[src/rtl/irq_stat_pkg.sv]
package irq_stat_pkg;
  localparam int WORD_W   = 32;
  localparam int N_SRC    = 4;
  localparam int EN_LSB   = 0;
  localparam int PEND_LSB = EN_LSB + N_SRC;
  localparam int IRQ_BIT  = PEND_LSB + N_SRC;
  localparam int OBF_BIT  = 16;
  localparam int IBF_BIT  = 17;
  localparam int TOK_BIT  = 18;
  localparam int RDY_BIT  = 20;
  localparam int CFG_BIT  = 21;
  // source index order within enables / pending / clear vectors
  localparam int SRC_OBE  = 0;
  localparam int SRC_IBF  = 1;
  localparam int SRC_JTAG = 2;
  localparam int SRC_PROC = 3;
  // 1 = sticky (edge set, write-one clear), 0 = follows level
  localparam logic [N_SRC-1:0] STICKY_MASK = 4'b1011;
endpackage

[src/rtl/pin_sync.sv]
module pin_sync #(
  parameter int W = 1,
  parameter int STAGES = 2,
  parameter logic [W-1:0] RST_VAL = '0
) (
  input  logic         clk,
  input  logic         rst,
  input  logic [W-1:0] din,
  output logic [W-1:0] dout
);
  logic [W-1:0] stg_q [STAGES];

  always_ff @(posedge clk) begin
    if (rst) begin
      for (int i = 0; i < STAGES; i++) stg_q[i] <= RST_VAL;
    end else begin
      stg_q[0] <= din;
      for (int i = 1; i < STAGES; i++) stg_q[i] <= stg_q[i-1];
    end
  end

  assign dout = stg_q[STAGES-1];
endmodule

[src/rtl/pend_cell.sv]
module pend_cell #(
  parameter bit STICKY = 1'b1
) (
  input  logic clk,
  input  logic rst,
  input  logic evt,
  input  logic clr,
  output logic pend
);
  logic pend_q;

  generate
    if (STICKY) begin : g_sticky
      logic prev_q;
      always_ff @(posedge clk) begin
        if (rst) begin
          prev_q <= 1'b0;
          pend_q <= 1'b0;
        end else begin
          prev_q <= evt;
          // a new edge beats a same-cycle clear
          pend_q <= (evt & ~prev_q) | (pend_q & ~clr);
        end
      end
    end else begin : g_level
      logic unused_clr;
      assign unused_clr = clr;
      always_ff @(posedge clk) begin
        if (rst) pend_q <= 1'b0;
        else     pend_q <= evt;
      end
    end
  endgenerate

  assign pend = pend_q;
endmodule

[src/rtl/buf_flags.sv]
module buf_flags #(
  parameter int N_FLAG = 2
) (
  input  logic              clk,
  input  logic              rst,
  input  logic [N_FLAG-1:0] set_i,
  input  logic [N_FLAG-1:0] clr_i,
  output logic [N_FLAG-1:0] flag_o
);
  logic [N_FLAG-1:0] flag_q;

  always_ff @(posedge clk) begin
    if (rst) flag_q <= '0;
    else     flag_q <= set_i | (flag_q & ~clr_i);
  end

  assign flag_o = flag_q;
endmodule

[src/rtl/irq_status_word.sv]
module irq_status_word
  import irq_stat_pkg::*;
#(
  parameter int SYNC_STAGES = 2
) (
  input  logic              clk,
  input  logic              rst,
  input  logic [N_SRC-1:0]  irq_en,
  input  logic [N_SRC-1:0]  clr_w1c,
  input  logic              obuf_empty,
  input  logic              word_rx,
  input  logic              ibuf_take,
  input  logic              oreg_load,
  input  logic              oreg_sent,
  input  logic              token_own,
  input  logic              jtag_irq_pin,
  input  logic              proc_hint_pin,
  input  logic              rdy_n_pin,
  input  logic              cfg_n_pin,
  output logic [WORD_W-1:0] stat_word,
  output logic              irq_out
);
  localparam int N_PIN = 4;
  // pin order: jtag, proc, rdy_n, cfg_n ; idle levels high for the active-low pins
  localparam logic [N_PIN-1:0] PIN_IDLE = 4'b1100;

  logic [N_PIN-1:0]  pin_s;
  logic [N_SRC-1:0]  evt;
  logic [N_SRC-1:0]  pend;
  logic [1:0]        bflag;
  logic [WORD_W-1:0] nxt_word;
  logic [WORD_W-1:0] word_q;

  pin_sync #(.W(N_PIN), .STAGES(SYNC_STAGES), .RST_VAL(PIN_IDLE)) u_sync (
    .clk  (clk),
    .rst  (rst),
    .din  ({cfg_n_pin, rdy_n_pin, proc_hint_pin, jtag_irq_pin}),
    .dout (pin_s)
  );

  always_comb begin
    evt           = '0;
    evt[SRC_OBE]  = obuf_empty;
    evt[SRC_IBF]  = word_rx;
    evt[SRC_JTAG] = pin_s[0];
    evt[SRC_PROC] = pin_s[1];
  end

  generate
    for (genvar s = 0; s < N_SRC; s++) begin : g_src
      pend_cell #(.STICKY(STICKY_MASK[s])) u_pend (
        .clk  (clk),
        .rst  (rst),
        .evt  (evt[s]),
        .clr  (clr_w1c[s]),
        .pend (pend[s])
      );
    end
  endgenerate

  buf_flags #(.N_FLAG(2)) u_bufs (
    .clk    (clk),
    .rst    (rst),
    .set_i  ({word_rx, oreg_load}),
    .clr_i  ({ibuf_take, oreg_sent}),
    .flag_o (bflag)
  );

  always_comb begin
    nxt_word = '0;
    nxt_word[EN_LSB +: N_SRC]   = irq_en;
    nxt_word[PEND_LSB +: N_SRC] = pend;
    nxt_word[IRQ_BIT]           = |(pend & irq_en);
    nxt_word[OBF_BIT]           = bflag[0];
    nxt_word[IBF_BIT]           = bflag[1];
    nxt_word[TOK_BIT]           = token_own;
    nxt_word[RDY_BIT]           = ~pin_s[2];
    nxt_word[CFG_BIT]           = pin_s[3];
  end

  always_ff @(posedge clk) begin
    if (rst) word_q <= '0;
    else     word_q <= nxt_word;
  end

  assign stat_word = word_q;
  assign irq_out   = word_q[IRQ_BIT];
endmodule

[config.mk]
export PLATFORM = sky130hd
export DESIGN_NAME = irq_status_word
export DESIGN_NICKNAME = d
export VERILOG_FILES = /design/src/rtl/irq_stat_pkg.sv /design/src/rtl/pin_sync.sv /design/src/rtl/pend_cell.sv /design/src/rtl/buf_flags.sv /design/src/rtl/irq_status_word.sv
export SDC_FILE = /design/constraint.sdc
export NUM_CORES = 1
export LEC_CHECK = 0
export BUFFER_PORTS_ARGS = -buffer_cell sky130_fd_sc_hd__buf_4
export CAP_MARGIN = 5
export CORE_MARGIN = 1
export CORE_UTILIZATION = 30
export CTS_BUF_LIST = sky130_fd_sc_hd__clkbuf_8
export DETAILED_ROUTE_END_ITERATION = 6
export GPL_ROUTABILITY_DRIVEN = 0
export GPL_TIMING_DRIVEN = 0
export HOLD_SLACK_MARGIN = 0.08
export PLACE_DENSITY = 0.68
export SKIP_CTS_REPAIR_TIMING = 1
export SLEW_MARGIN = 20
export SYNTH_ARGS = -nofsm -noshare
export SYNTH_HDL_FRONTEND = slang
export SYNTH_SLANG_ARGS = --single-unit
[constraint.sdc]
create_clock -name clk -period 1.1 [get_ports clk]
set_input_delay 0.165 -clock clk [delete_from_list [all_inputs] [get_ports clk]]
set_output_delay 0.165 -clock clk [all_outputs]
set_load 0.02 [all_outputs]
=== Yosys cells after proc, flatten, opt, wreduce, memory -nomap -nowiden ===
Memory sizes are Yosys's and may differ from the RTL's.
Cells that the tools add are included.

* Memories: 1
* Register bits after elaboration: 41
* Input bits: 20
* Output and inout port bits: 33
* Word-level logic and storage cells: 39
* RAM bits: 8

{| class="wikitable"
|+ Memory list
! memory !! words !! width !! read ports !! clocked after memory_dff !! write ports !! line !! text
|-
| u_sync.stg_q || 2 || 4 || 2 || 0 || 2 || pin_sync.sv:11 || <nowiki>logic [W-1:0] stg_q [STAGES];</nowiki>
|}

* Reductions and logical operators: 1
* Muxes and demuxes: 5
* Bitwise logic cells: 22

{| class="wikitable"
|+ Operator list
! kind !! count
|-
| 4-bit two-way mux || 2
|-
| 1-bit inverter || 7
|-
| 1-bit bitwise AND || 6
|-
| 1-bit OR || 5
|-
| 4-bit bitwise AND || 1
|-
| 4-bit OR reduction || 1
|-
| 1-bit two-way mux || 3
|-
| 2-bit bitwise AND || 1
|-
| 2-bit inverter || 1
|-
| 2-bit OR || 1
|}

=== Logic depth before layout (Yosys ltp) ===
Gate-level depths: netlist (run 1).

* Word-level depth: 3
* Depth in mapped cells: 2
* Gate-level depth less buffers: 2

=== By module ===
Synthesis (run 1) repeated with hierarchy kept, for this count alone.

* Cell total of the unflattened synthesis: 99
* Area, all modules: 1112.3 um2

{| class="wikitable"
|+ By module, submodules not included
! module !! instances !! cells each !! area each (um2) !! sequential area each (um2)
|-
| irq_status_word || 1 || 51 || 565.5 || 280.3
|-
| pin_sync || 1 || 20 || 240.2 || 160.2
|-
| pend_cell at g_src[0].u_pend ... || 3 || 6 || 67.6 || 40.0
|-
| buf_flags || 1 || 8 || 70.1 || 40.0
|-
| pend_cell at g_src[2].u_pend || 1 || 2 || 33.8 || 20.0
|}

=== Worst setup path before layout (run 1) ===
Ideal clock, no wire load.

* Path kind: reg2out
* Start point: register word_q[8] (netlist: stat_word[8])
* End point: output stat_word[8]
* Required time: 935 ps
* Buffers on the path: 1
* Path slack: 340 ps
* Cell stages (with the launch flop): 2
* Data arrival time: 595 ps
* Cell sequence: dfxtp_1 -> buf_4

{| class="wikitable"
|+ RTL lines
! item !! line !! text
|-
| start: declaration || irq_status_word.sv:32 || <nowiki>logic [WORD_W-1:0] word_q;</nowiki>
|-
| start signal: assignment || irq_status_word.sv:83 || <nowiki>else word_q <= nxt_word;</nowiki>
|-
| end: declaration || irq_status_word.sv:20 || <nowiki>output logic [WORD_W-1:0] stat_word,</nowiki>
|}

No word-level cell between the ends.

=== Worst setup path in the final report (run 1) ===
* Start point: register word_q[8] (netlist: stat_word[8])
* End point: output stat_word[8]

No word-level cell between the ends.

==> results.tsv, run 1 <==
stage	metric	value	unit
synthesis	yosysSeqAreaShare	60.27	%
sta	slew_viol_final	0	
floorplan	fp.dieH	60.59	um
setup_path	reg2reg_depth	2	
hold_path	hold_path.startpoint	ibuf_take	
sta	whs	83.80	ps
hold_path	hold_path_class	input pin to register	
setup_path	reg2reg_slack	320	ps
synthesis	synth_top_family_by_area	buffers and inverters	
setup_path	cp_common_cell	buf_4	
setup_path	critical_path_buf_inv_count	2	
global_route	grt_start_max_net_pins	11	
sta	period_minus_slack	1008	ps
routing	via_per_inst	3.573	
routing	dr.pass1.iters	4	
placed_design	hpwl	1.153	mm
clock_network	clock_latency	270	ps
floorplan	dieArea	0.003671	sq mm
finish	most-common-layout-cells	52 x buf_4, 31 x dfxtp_1, 18 x nor2b_1, 18 x conb_1, 8 x inv_1	
floorplan	initial_core_util	32.66	%
routing	routed_wl	1.605	mm
hold_path	whs_endpoint	u_bufs.flag_o[1]$_SDFF_PP0_	
synthesis	muxShareOfSynthArea	0	%
run_status	status	finished, final reports clean	
finish	diodes	0	
floorplan	ios	53	
setup_path	rr_endpoint	g_src[0].u_pend.pend$_SDFF_PP0_	
global_route	grt_usage	9.492	%
routing	post-route-drc-count	0	
hold_path	min_path_cells	2	
clock_network	root_buffer	clkbuf_8	
sta	period_share	91.62	%
setup_path	max_stage_delay	310	ps
setup_path	path_class	register to output port	
synthesis	synthesis.area	0.001030	sq mm
synthesis	syn_inst	95	
synthesis	ys_types	15	
power	leakagePower	0.7756	nW
power	p_per_area	1706	mW/mm^2
floorplan	core_area	0.003153	sq mm
setup_path	timing.rr.start	g_src[0].u_pend.pend$_SDFF_PP0_	
setup_path	cp_slowest_cell	dfxtp_1	
sta	skew	3.102	ps
setup_path	worst_setup_path_end_kind	output port	
setup_path	start_kind	register	
global_route	grt_pass1_wl	2.463	mm
setup_path	arrival	840	ps
synthesis	yosys.area_share.simple	15.55	%
clock_network	cts.path.max_buffers	2	
global_route	grt_pass1_vias	636	
finish	final_layout_size_suffix_gt1_share	42.58	%
sta	fmax	992.2	MHz
setup_path	worstPathRequired	940	ps
sta	hold_viol_final	0	
synthesis	synth.ff_latch_count	31	
clock_network	cts_tree	yes	
finish	layout_commonest_cell	buf_4	
sta	setup_violations	0	
clock_network	cts_buffers	5	
clock_network	cts.clk_slew.worst_paths	60	ps
placed_design	numPortBuffers	33	
global_route	antenna_found_initial	0	
power	vdd_drop_max	0.0004884	V
setup_path	critPathMaxFanout	2	
routing	wire_per_inst	8.065	um
clock_network	h-tree-depth	2	
setup_path	crit_chain	buf_4 > buf_4	
finish	final_nets	174	
routing	dr_total_vias	711	
floorplan	num_rows	20	
synthesis	ys_warn_count	0	
synthesis	synth-adder-area-share	0	%
job	drv_cap	0	
finish	seqCellArea	620.6	sq um
synthesis	yosys.area_share.xor_xnor	0	%
routing	final_antenna_net_count	0	
synthesis	syn_avg_cell_area	10.84	sq um
routing	first_iter_violations	14	
global_route	overflow	0	
setup_path	path_delay_family	flip-flops	
sta	timing.setup.tns	0	ps
floorplan	die_x	60.59	um
finish	fillers	302	
synthesis	synth_compound_area_share	5.468	%
finish	multi_input_area	284.0	sq um
clock_network	numClockSinks	31	
sta	rsz0062_at_grt	false	
finish	area_growth	48.97	%
-- kinds of logic after synthesis --
kind of cell	Yosys count
AOI/OAI and AO/OA	8
buffers and inverters	29
DFF	31
other	1
and+or+nand+nor	26
-- per-stage QoR --
step | util, % | cells | total power [mW] | worst slack (ps) | cell area [sq um]
finish | 48.65 | 199 | 2.617 | 92.13 | 1534
global placement | 44.29 | 189 | 1.517 | 244.3 | 1396
CTS | 48.02 | 197 | 2.647 | 76.65 | 1514
detailed placement | 44.29 | 189 | 1.522 | 238.9 | 1396
global route | 48.65 | 199 | 2.722 | 68.77 | 1534
floorplan | - | 112 | 1.416 | 340.1 | 1094
-- cells in the mapped netlist --
| library cell | n | area share, % |
|---|---|---|
| nor2_1 | 1 | 0.36 |
| a22oi_1 | 2 | 1.5 |
| o2bb2ai_1 | 1 | 0.85 |
| buf_6 | 1 | 1.1 |
| buf_2 | 1 | 0.49 |
| nor2b_1 | 18 | 11 |
| a21oi_1 | 2 | 0.97 |
| a22o_1 | 2 | 1.7 |
| or2_2 | 4 | 2.4 |
| nand2b_1 | 3 | 1.8 |
| dfxtp_1 | 31 | 60 |
| inv_1 | 8 | 2.9 |
| conb_1 | 1 | 0.36 |
| buf_4 | 19 | 14 |
| o21ai_1 | 1 | 0.49 |
-- layer usage --
layer | vias up | global-route usage (%) | part of all wire (%)
li1 | 370 | - | -
met1 | 299 | 8.947 | 43
met2 | 40 | 17.11 | 47
met3 | 2 | 3.838 | 8.9
met4 | 0 | 5.844 | 1.1
met5 | - | 0 | 0
-- cell type report --
class,instances,share of cell area [%]
flip-flops and latches,31,40.46
multi-input cells,52,18.52
repair buffers,35,17.46
plain buffers,21,10.36
clock buffers,6,5.383
well taps,44,3.589
clock inverters,2,2.284
inverters,8,1.958
-- where the power goes --
part	switching (mW)	internal [mW]	leakage, nW
sequential	0.0148	1.18	0.256
combinational	0.151	0.159	0.458
clock	0.381	0.732	0.0612
total	0.547	2.07	0.776
-- worst max-delay path by stage --
stage / start / endpoint / slack, ps / depth (start not counted)
3_5_place_dp: rst / u_sync.stg_q[0][6]$_SDFF_PP1_ / 240 / 3
5_1_grt: stat_word[8]$_SDFF_PP0_ / stat_word[8] / 70 / 2
4_1_cts: stat_word[8]$_SDFF_PP0_ / stat_word[8] / 80 / 2
6_report: stat_word[8]$_SDFF_PP0_ / stat_word[8] / 90 / 2
3_3_place_gp: rst / u_sync.stg_q[0][3]$_SDFF_PP1_ / 240 / 3
2_1_floorplan: stat_word[8]$_SDFF_PP0_ / stat_word[8] / 340 / 1
-- registers in the layout, indices dropped and copies added, names as in the netlist --
register / cells
stat_word: 14
u_bufs.flag_o: 2
g_src.u_pend.g_sticky.prev_q: 3
u_sync.stg_q: 8
g_src.u_pend.pend: 4
Power figures use the tool's default switching activity.
==> run 2, diff against run 1 <==
==> constraint.sdc (replaced) <==
create_clock -name clk -period 1.1 [get_ports clk]
set_input_delay 0.11 -clock clk [delete_from_list [all_inputs] [get_ports clk]]
set_output_delay 0.11 -clock clk [all_outputs]
set_load 0.02 [all_outputs]
==> results.tsv, run 2 (same netlist as run 1, synthesis figures left out) <==
stage	metric	value	unit
run_status	status	finished, final reports clean	
floorplan	fp.dieH	60.59	um
clock_network	clock_latency	270	ps
setup_path	path_class	register to output port	
finish	fillers	290	
clock_network	cts.path.max_buffers	2	
sta	skew	3.027	ps
power	power.share.clock	42.2	%
routing	via_per_inst	3.534	
finish	largest_reg_flops	14	
floorplan	dieArea	0.003671	sq mm
clock_network	h-tree-depth	2	
floorplan	die_x	60.59	um
setup_path	path_delay_family	flip-flops	
floorplan	num_rows	20	
power	internal_power	2.086	mW
sta	setup_violations	0	
finish	layout_commonest_cell	buf_4	
floorplan	core_area	0.003153	sq mm
setup_path	worstPathRequired	990	ps
finish	diodes	0	
routing	routed_wl	1.665	mm
setup_path	max_stage_delay	310	ps
global_route	grt_pass1_vias	636	
global_route	antenna_found_initial	0	
setup_path	start_kind	register	
power	pwr-share-seq	45.2	%
routing	wire_per_inst	8.083	um
job	drv_cap	0	
floorplan	initial_core_util	32.66	%
finish	final_layout_size_suffix_gt1_share	40.74	%
clock_network	root_buffer	clkbuf_8	
sta	period_share	86.62	%
sta	fin_ws	147.2	ps
clock_network	cts.clk_slew.worst_paths	60	ps
setup_path	crit_chain	buf_4 > buf_4	
sta	slew_viol_final	0	
clock_network	cts_buffers	5	
power	leakagePower	0.8048	nW
placed_design	hpwl	1.153	mm
finish	most-common-layout-cells	52 x buf_4, 31 x dfxtp_1, 18 x nor2b_1, 18 x conb_1, 9 x dlygate4sd3_1	
floorplan	ios	53	
sta	rsz0062_at_grt	false	
sta	hold_viol_final	0	
power	swShare	20.92	%
sta	whs	76.09	ps
sta	timing.setup.tns	0	ps
placed_design	numPortBuffers	33	
setup_path	worst_setup_path_end_kind	output port	
routing	final_antenna_net_count	0	
routing	first_iter_violations	17	
placed_design	pre_cts_ws	293.9	ps
setup_path	cp_common_cell	buf_4	
global_route	grt_pass1_wl	2.463	mm
finish	area_growth	55.77	%
clock_network	cts_tree	yes	
setup_path	critical_path_buf_inv_count	2	
routing	dr.pass1.iters	4	
finish	fin_util	50.87	%
setup_path	critPathMaxFanout	2	
power	combPwrFrac	12.6	%
setup_path	arrival	840	ps
global_route	grt_start_max_net_pins	11	
finish	final_nets	181	
sta	period_minus_slack	952.8	ps
global_route	grt_usage	9.492	%
global_route	overflow	0	
sta	fmax	1050	MHz
setup_path	cp_slowest_cell	dfxtp_1	
routing	post-route-drc-count	0	
routing	dr_total_vias	728	
power	p_switching	0.5520	mW
power	p_per_area	1645	mW/mm^2
power	vdd_drop_max	0.0004891	V
clock_network	numClockSinks	31	
hold_path	hold_path_class	input pin to register	
[run 2: cell type report]
class                           count  area (sq um)  area share (%)
Tap cell                           44         55.05           3.432
Clock buffer                        6         82.58           5.148
Timing Repair Buffer               42         337.8           21.06
Sequential cell                    31         620.6           38.69
Buffer                             21         158.9           9.906
Multi-Input combinational cell     52         284.0           17.71
Clock inverter                      2         35.03           2.184
Inverter                            8         30.03           1.872
[run 2: per-stage QoR]
step	cells	area, sq um	power (mW)
finish	206	1604	2.638
detailed placement	189	1396	1.522
floorplan	112	1094	1.416
CTS	197	1514	2.647
global route	206	1604	2.743
global placement	189	1396	1.517
[run 2: worst min-delay path, stage by stage]
cell	delay [ps]
buf_4	80
nand2b_1	70
inv_1	60
[run 2: final timing paths]
| check | end | from | depth (start not counted) | slack [ps] |
|---|---|---|---|---|
| setup / recovery | stat_word[8] | stat_word[8]$_SDFF_PP0_ | 2 | 150 |
| hold reg to reg | stat_word[20]$_SDFF_PP0_ | u_sync.stg_q[0][6]$_SDFF_PP1_ | 1 | 390 |
| setup reg to reg | g_src[0].u_pend.pend$_SDFF_PP0_ | g_src[0].u_pend.pend$_SDFF_PP0_ | 2 | 320 |
| hold / removal | g_src[1].u_pend.g_sticky.prev_q$_SDFF_PP0_ | word_rx | 3 | 80 |
[run 2: layer usage]
layer | up-vias | wire [um] | global-route usage (%)
li1 | 384 | - | -
met4 | 0 | 17 | 5.844
met3 | 2 | 147 | 3.838
met1 | 302 | 699 | 8.947
met5 | - | 0 | 0
met2 | 40 | 800 | 17.11
[run 2: power by group through the flow]
stage	Combinational [mW]	Sequential, mW	Clock (mW)
floorplan	0.167	1.25	0
global placement	0.299	1.22	0
detailed placement	0.303	1.22	0
CTS	0.305	1.19	1.15
global route	0.357	1.20	1.19
finish	0.332	1.19	1.11
